--- src/rtl/fis_pkg.sv ---
package fis_pkg;
  localparam int STAT_W = 32;
  localparam int LVL_N  = 5;
  localparam int EVT_N  = 3;

  // level inputs: rx full, tx empty, tx idle, cs active, controller on
  localparam int LVL_POS [LVL_N] = '{0, 1, 2, 9, 24};
  // event inputs: overrun, cs rise, instruction end
  localparam int EVT_POS [EVT_N] = '{3, 8, 10};

  localparam int OFS_STAT = 'h10;
  localparam int OFS_SET  = 'h14;
  localparam int OFS_CLR  = 'h18;
  localparam int OFS_MASK = 'h1C;

  function automatic logic [STAT_W-1:0] impl_bits();
    logic [STAT_W-1:0] m;
    m = '0;
    for (int i = 0; i < LVL_N; i++) m[LVL_POS[i]] = 1'b1;
    for (int i = 0; i < EVT_N; i++) m[EVT_POS[i]] = 1'b1;
    return m;
  endfunction
endpackage

--- src/rtl/fis_sticky.sv ---
module fis_sticky #(
  parameter int N = 3
) (
  input  logic         clk,
  input  logic         rst,
  input  logic         clr,
  input  logic [N-1:0] evt,
  output logic [N-1:0] flags
);
  for (genvar g = 0; g < N; g++) begin : g_flag
    always_ff @(posedge clk) begin
      if (rst)
        flags[g] <= 1'b0;
      else
        flags[g] <= (flags[g] & ~clr) | evt[g];
    end
  end
endmodule

--- src/rtl/fis_mask_reg.sv ---
module fis_mask_reg #(
  parameter int               W    = 32,
  parameter logic [W-1:0]     IMPL = '1
) (
  input  logic         clk,
  input  logic         rst,
  input  logic         set_en,
  input  logic         clr_en,
  input  logic [W-1:0] wdata,
  output logic [W-1:0] mask
);
  always_ff @(posedge clk) begin
    if (rst)
      mask <= '0;
    else if (set_en)
      mask <= mask | (wdata & IMPL);
    else if (clr_en)
      mask <= mask & ~wdata;
  end
endmodule

--- src/rtl/fis_irq_gen.sv ---
module fis_irq_gen #(
  parameter int W = 32
) (
  input  logic         clk,
  input  logic         rst,
  input  logic [W-1:0] stat,
  input  logic [W-1:0] mask,
  output logic         irq
);
  always_ff @(posedge clk) begin
    if (rst) irq <= 1'b0;
    else     irq <= |(stat & mask);
  end
endmodule

--- src/rtl/flash_irq_status.sv ---
module flash_irq_status
  import fis_pkg::*;
#(
  parameter int ADDR_W = 8,
  parameter int DATA_W = STAT_W
) (
  input  logic              clk,
  input  logic              rst,
  input  logic [ADDR_W-1:0] reg_addr,
  input  logic              reg_wr,
  input  logic              reg_rd,
  input  logic [DATA_W-1:0] reg_wdata,
  output logic [DATA_W-1:0] reg_rdata,
  input  logic              rx_full,
  input  logic              tx_empty,
  input  logic              tx_idle,
  input  logic              cs_active,
  input  logic              ctrl_on,
  input  logic              evt_overrun,
  input  logic              evt_cs_rise,
  input  logic              evt_instr_end,
  output logic              irq
);
  localparam logic [DATA_W-1:0] IMPL = DATA_W'(impl_bits());
  localparam logic [ADDR_W-1:0] A_STAT = ADDR_W'(OFS_STAT);
  localparam logic [ADDR_W-1:0] A_SET  = ADDR_W'(OFS_SET);
  localparam logic [ADDR_W-1:0] A_CLR  = ADDR_W'(OFS_CLR);
  localparam logic [ADDR_W-1:0] A_MASK = ADDR_W'(OFS_MASK);

  logic [LVL_N-1:0]  lvl_q;
  logic [EVT_N-1:0]  evt_v;
  logic [EVT_N-1:0]  flag_v;
  logic [DATA_W-1:0] evt_w;
  logic [DATA_W-1:0] flag_w;
  logic [DATA_W-1:0] stat_w;
  logic [DATA_W-1:0] mask_q;
  logic              stat_rd;
  logic              set_wr;
  logic              clr_wr;

  // live levels are registered once before use
  always_ff @(posedge clk) begin
    if (rst) lvl_q <= '0;
    else     lvl_q <= {ctrl_on, cs_active, tx_idle, tx_empty, rx_full};
  end

  assign evt_v   = {evt_instr_end, evt_cs_rise, evt_overrun};
  assign stat_rd = reg_rd && (reg_addr == A_STAT);
  assign set_wr  = reg_wr && (reg_addr == A_SET);
  assign clr_wr  = reg_wr && (reg_addr == A_CLR);

  fis_sticky #(.N(EVT_N)) u_sticky (
    .clk   (clk),
    .rst   (rst),
    .clr   (stat_rd),
    .evt   (evt_v),
    .flags (flag_v)
  );

  // place levels and flags at their status positions
  always_comb begin
    evt_w  = '0;
    flag_w = '0;
    stat_w = '0;
    for (int i = 0; i < EVT_N; i++) begin
      evt_w[EVT_POS[i]]  = evt_v[i];
      flag_w[EVT_POS[i]] = flag_v[i];
    end
    for (int i = 0; i < LVL_N; i++) stat_w[LVL_POS[i]] = lvl_q[i];
    stat_w = stat_w | flag_w;
  end

  fis_mask_reg #(.W(DATA_W), .IMPL(IMPL)) u_mask (
    .clk    (clk),
    .rst    (rst),
    .set_en (set_wr),
    .clr_en (clr_wr),
    .wdata  (reg_wdata),
    .mask   (mask_q)
  );

  fis_irq_gen #(.W(DATA_W)) u_irq (
    .clk  (clk),
    .rst  (rst),
    .stat (stat_w),
    .mask (mask_q),
    .irq  (irq)
  );

  always_ff @(posedge clk) begin
    if (rst || !reg_rd)
      reg_rdata <= '0;
    else if (reg_addr == A_STAT)
      reg_rdata <= stat_w;
    else if (reg_addr == A_MASK)
      reg_rdata <= mask_q;
    else
      reg_rdata <= '0;
  end
endmodule

--- config.mk ---
export PLATFORM = sky130hd
export DESIGN_NAME = flash_irq_status
export DESIGN_NICKNAME = d
export VERILOG_FILES = /design/src/rtl/fis_pkg.sv /design/src/rtl/fis_sticky.sv /design/src/rtl/fis_mask_reg.sv /design/src/rtl/fis_irq_gen.sv /design/src/rtl/flash_irq_status.sv
export SDC_FILE = /design/constraint.sdc
export NUM_CORES = 1
export LEC_CHECK = 0
export BUFFER_PORTS_ARGS = -buffer_cell sky130_fd_sc_hd__buf_2
export CAP_MARGIN = 0
export CORE_MARGIN = 8
export CORE_UTILIZATION = 52
export DETAILED_ROUTE_END_ITERATION = 8
export GPL_TIMING_DRIVEN = 0
export PLACE_DENSITY = 0.93
export SYNTH_ARGS = -nofsm -noshare
export SYNTH_HDL_FRONTEND = slang
export SYNTH_SLANG_ARGS = --single-unit
--- constraint.sdc ---
create_clock -name clk -period 3.68 [get_ports clk]
set_clock_uncertainty 0.05 [all_clocks]
set_input_delay 0.552 -clock clk [delete_from_list [all_inputs] [get_ports clk]]
set_output_delay 0.552 -clock clk [all_outputs]
set_load 0.005 [all_outputs]
==> results.json, run 1 <==
{
  "post_cts_resize_count": 0,
  "worst_reg2reg_path_depth": 2,
  "antenna_violations_before_repair": 0,
  "synth_top_cell_by_area": "dfxtp_1",
  "largest_cells_by_area_after_synthesis": "dfxtp_1 60%, nand2b_1 8.3%, and2_1 6.2%",
  "worstSetupEndpointType": "register",
  "post_detailed_routing_wire_length_um": 5611,
  "timing.fmax_mhz": 503.8,
  "synth_simple_gate_area_share": 0.2437,
  "cellPowerDensity_nw_per_um2": 453.8,
  "detail_route.drc_violations": 0,
  "outcome": "finished, final reports clean",
  "setup_tns_after_final_layout_ps": 0,
  "tritoncts.num_buffers": 9,
  "whs_ps": 324.5,
  "period_minus_slack_ps": 1985,
  "critPathLaunchType": "input pin",
  "drive_gt1_frac": 0.3262,
  "grt_pass1_wl_um": 9584,
  "finalWeightedCongestion": 0.8403,
  "cts.repair_timing.setup_buffer_count": 0,
  "die_area_um2": 7101,
  "die_width_um": 84.27,
  "rsz0062_at_grt": "false",
  "slew_violations": 0,
  "core_area_um2": 4598,
  "antenna_cells_inserted": 0,
  "htree_levels": 3,
  "reg2reg_to": "u_irq.irq",
  "period_utilization": 0.5394,
  "synth_sequential_area_ratio": 0.6030,
  "drv_cap": 0,
  "die_y_um": 84.27,
  "layout_commonest_cell": "buf_2",
  "top_level_ports": 85,
  "groute.usage.overall": 0.1651,
  "initial_core_util": 0.5271,
  "yosys_register_bits": 73,
  "synth_area_um2": 2424,
  "floorplan.rows": 25,
  "crit_type": "in -> reg",
  "largest_family_of_logic_cells_by_synthesized_area": "simple AND/OR/NAND/NOR gates",
  "synthCells": 229,
  "ant_nets": 0,
  "maxSlewHeadroom": 0.6538,
  "drt_iter0_markers": 86,
  "grt_pass1_vias": 2118,
  "muxShareOfSynthArea": 0,
  "synthToLayoutAreaGrowth_pct": 27.05,
  "grt_start_max_net_pins": 13,
  "critical_path_required_ps": 3910,
  "placement.io_buffers": 83,
  "static-leakage-power_nw": 1.390,
  "post_synth_num_cell_types": 25,
  "via_per_inst": 5.065,
  "post_cts_hold_buffer_count": 0,
  "finalPower_mw": 1.397,
  "source_of_the_critical_timing_path": "reg_addr[5]",
  "area_share_of_fa_ha_maj_cells_after_synthesis": 0,
  "synth-compound-area-share": 0.1151,
  "clock_latency_ps": 330,
  "synth_top_cell_area_share": 0.6030,
  "avgSynthCellArea_um2": 10.58,
  "timing.final.setup_violations": 0,
  "regToRegSetupSlack_ps": 2760,
  "synth_xor_area_frac": 0,
  "detail_route.wl_per_cell_um": 14.69,
  "clock_sink_count": 73,
  "critical_path.endpoint": "reg_rdata[11]",
  "post-route-util": 0.6697,
  "tightest_slew_ps": 517.1,
  "cts-root-to-sink-buffers": 2,
  "count_of_tritonroute_iterations_in_the_first_routing_pass": 4,
  "layout_common_cells": "88 x buf_2, 73 x dfxtp_1, 32 x nand2b_1",
  "clockRootBuffer": "clkbuf_8",
  "vias": 1935,
  "worst_hold_path_type": "in -> reg",
  "gr-total-overflow": 0,
  "critical_path_peak_fanout": 10,
  "cp_data_arrival_time_ps": 2210,
  "postLayoutSetupSlackWorst_ps": 1695,
  "tritoncts_clock_tree": "done",
  "irDropWorstVdd_uv": 294.5,
  "total_nets_after_synthesis": 281,
  "detailedPlace.worstSlack_ps": 1315,
  "final_nets": 375,
  "synth-warning-count": 0,
  "cts.reportedPaths.clkPinSlew_ps": 70,
  "hold_viol_final": 0,
  "post-dp-hpwl_um": 4117
}
kinds of logic after synthesis:
| logic type | after synthesis |
|---|---|
| and+or+nand+nor | 88 |
| DFF | 73 |
| buffers and inverters | 23 |
| AOI/OAI and AO/OA | 45 |
report_power, final:
part / switching [mW] / leakage (nW) / internal [mW] / total (mW)
Sequential: 0.00398 / 0.590 / 0.795 / 0.799
Combinational: 0.0283 / 0.711 / 0.0316 / 0.0599
Clock: 0.278 / 0.0891 / 0.261 / 0.539
critical path: stages:
cell      delay [ps]
buf_2             90
or4b_1           500
buf_2            190
nor4_4           350
clkbuf_1         340
and2_1           190
final cells by class:
cell class,instances,area [um2]
tap,54,67.56
sequential,73,1461
buffer,15,62.56
clock buffer,11,141.4
clock inverter,5,31.28
multi-input combinational,133,869.6
fill,367,1519
timing repair buffer,83,415.4
inverter,8,30.03
per-layer routing:
layer,vias to the layer above,wire length (um),track usage
met4,0,159,0.09890
met2,66,2862,0.2702
met5,-,0,0
li1,967,-,-
met3,17,403,0.06292
met1,885,2185,0.1759
stage by stage:
stage / instances / cell area [um2]
floorplan: 229 / 2424
global placement: 366 / 2907
detailed placement: 366 / 2907
CTS: 382 / 3079
global route: 382 / 3079
finish: 382 / 3079
synthesized netlist by cell type:
master     n
dfxtp_1   73
nand2b_1  32
a21oi_1   24
and2_1    24
clkbuf_1  10
a22o_1     8
inv_1      8
nor4_1     8
o22ai_1    8
buf_2      5
nor2b_1    5
a22oi_1    4
nor2_1     3
nor3_1     3
nor4b_1    3
nand3b_1   2
a41oi_1    1
nand3_1    1
nor3_2     1
nor3b_1    1
nor4_4     1
nor4b_4    1
or2_2      1
or4_1      1
or4b_1     1
worst min path at each step:
stage	startpoint	to	cells past startpoint
6_report	reg_wdata[4]	u_mask.mask[4]	2
5_1_grt	reg_wdata[18]	u_mask.mask[18]	2
4_1_cts	reg_wdata[4]	u_mask.mask[4]	2
3_5_place_dp	u_mask.mask[28]	u_mask.mask[28]	2
3_3_place_gp	u_mask.mask[15]	u_mask.mask[15]	2
2_1_floorplan	u_mask.mask[11]	u_mask.mask[11]	2
Power figures use the tool's default switching activity.
==> run 2, diff against run 1 <==
Settings changed: CORE_UTILIZATION 52 to 44, PLACE_DENSITY 0.93 to 0.85.
Clock period 3.68 ns to 1.7 ns, I/O delays scaled along.
==> results.json, run 2 (synthesized netlist as in run 1, its figures left out) <==
{
  "regToRegSetupSlack_ps": 800,
  "p_sw_mw": 0.6627,
  "groute.usage.overall": 0.1390,
  "cellPowerDensity_nw_per_um2": 1073,
  "drt_iter0_markers": 111,
  "grt_pass1_vias": 1936,
  "drive_gt1_frac": 0.3354,
  "via_per_inst": 4.833,
  "critical_path_required_ps": 1900,
  "critical_path.cell_chain": "buf_2 -> or4b_4 -> buf_6 -> or4_4 -> buf_6 -> o22ai_1",
  "power.share.clock": 0.457,
  "placement.io_buffers": 83,
  "tritoncts_clock_tree": "done",
  "cts.repair_timing.setup_buffer_count": 0,
  "ant_nets": 0,
  "p_seq_frac": 0.504,
  "clock_latency_ps": 320,
  "post_detailed_routing_wire_length_um": 5672,
  "timing.critical_path.mode_cell": "buf_6",
  "top_level_ports": 85,
  "worst_hold_path_type": "in -> reg",
  "outcome": "finished, final reports clean",
  "postLayoutSetupSlackWorst_ps": 157.4,
  "drv_cap": 0,
  "crit_type": "in -> reg",
  "maxSlewHeadroom": 0.6030,
  "sw_share": 0.1932,
  "cts-root-to-sink-buffers": 2,
  "internal_power_mw": 2.767,
  "static-leakage-power_nw": 1.446,
  "gr-total-overflow": 0,
  "final_nets": 375,
  "clockRootBuffer": "clkbuf_8",
  "slew_violations": 0,
  "initial_core_util": 0.4484,
  "rsz0062_at_grt": "false",
  "post-dp-hpwl_um": 4227,
  "worstSetupEndpointType": "register",
  "comb_power_share": 0.039,
  "crit_slowest_cell": "or4b_4",
  "hold_viol_final": 0,
  "timing.final.setup_violations": 0,
  "period_utilization": 0.9074,
  "die_y_um": 90.22,
  "core_area_um2": 5405,
  "grt_pass1_wl_um": 9170,
  "detailedPlace.worstSlack_ps": -365.3,
  "finalWeightedCongestion": 0.8072,
  "antenna_violations_before_repair": 0,
  "detail_route.drc_violations": 0,
  "post_cts_hold_buffer_count": 0,
  "layout_commonest_cell": "buf_2",
  "number_of_instances_in_the_placed_design": 384,
  "floorplan.rows": 27,
  "antenna_cells_inserted": 0,
  "cp_data_arrival_time_ps": 1750,
  "tightest_slew_ps": 594.2,
  "timing.critical_path.slowest_cell_delay_ps": 520,
  "irDropWorstVdd_uv": 584.2,
  "critical_path_peak_fanout": 8,
  "cts.reportedPaths.clkPinSlew_ps": 70,
  "cp_buf_inv_count": 3,
  "timing.fmax_mhz": 648.3,
  "detail_route.wl_per_cell_um": 14.18,
  "critical-path-top-delay-family": "simple AND/OR/NAND/NOR gates",
  "vias": 1933,
  "fillCellCount": 490,
  "tritoncts.num_buffers": 9,
  "critPathLaunchType": "input pin",
  "die_width_um": 90.22,
  "die_area_um2": 8139,
  "period_minus_slack_ps": 1543,
  "layout_common_cells": "85 x buf_2, 73 x dfxtp_1, 32 x nand2b_1",
  "clock_sink_count": 73,
  "count_of_tritonroute_iterations_in_the_first_routing_pass": 4,
  "synthToLayoutAreaGrowth_pct": 31.85,
  "fin_cells": 400,
  "grt_start_max_net_pins": 13,
  "htree_levels": 3
}
[run 2: metal layers]
layer | track usage | vias up | wire (um)
met3 | 0.04988 | 9 | 532
met1 | 0.1567 | 882 | 2256
met5 | 0 | - | 0
met2 | 0.2264 | 77 | 2778
li1 | - | 965 | -
met4 | 0.07074 | 0 | 104
[run 2: worst paths after layout]
check	endpoint	depth (start not counted)	start
hold / removal	u_mask.mask[21]	2	reg_wdata[21]
setup reg to reg	u_irq.irq	2	u_sticky.flags[2]
setup / recovery	register	6	reg_addr[5]
hold reg to reg	u_mask.mask[25]	2	u_mask.mask[25]
[run 2: stage by stage]
stage          utilization  hold WS, ps  setup TNS, ps  instance area [um2]  power (mW)
5_1_grt             0.5912        23.93              0                 3196       3.557
3_3_place_gp        0.5456        375.9         -16410                 2949       1.896
2_1_floorplan            -        292.8         -60.23                 2444       1.824
3_5_place_dp        0.5456        378.6         -17390                 2949       1.900
6_report            0.5912        36.60              0                 3196       3.430
4_1_cts             0.5894        22.80              0                 3186       3.465
[run 2: cell type report]
cell class              count  area [um2]  area share
clock buffers              11       131.4     0.04111
flip-flops and latches     73        1461      0.4573
clock inverters             5       103.9     0.03250
multi-input cells         133       883.3      0.2764
well taps                  72       90.09     0.02819
repair buffers             83       415.4      0.1300
plain buffers              15       80.08     0.02506
inverters                   8       30.03    0.009397
[run 2: timing repair]
action / 4_1_cts / 5_1_grt
pin swaps: 0 / 1
resized for setup: 1 / 4
setup endpoints to repair: 10 / 35
endpoints found under the hold margin: 0 / 0
[run 2: power groups by stage]
stage | registers (mW) | clock network [mW] | logic (mW)
floorplan | 1.77 | 0 | 0.0579
global placement | 1.77 | 0 | 0.129
detailed placement | 1.77 | 0 | 0.131
CTS | 1.73 | 1.60 | 0.132
global route | 1.73 | 1.68 | 0.146
finish | 1.73 | 1.57 | 0.132
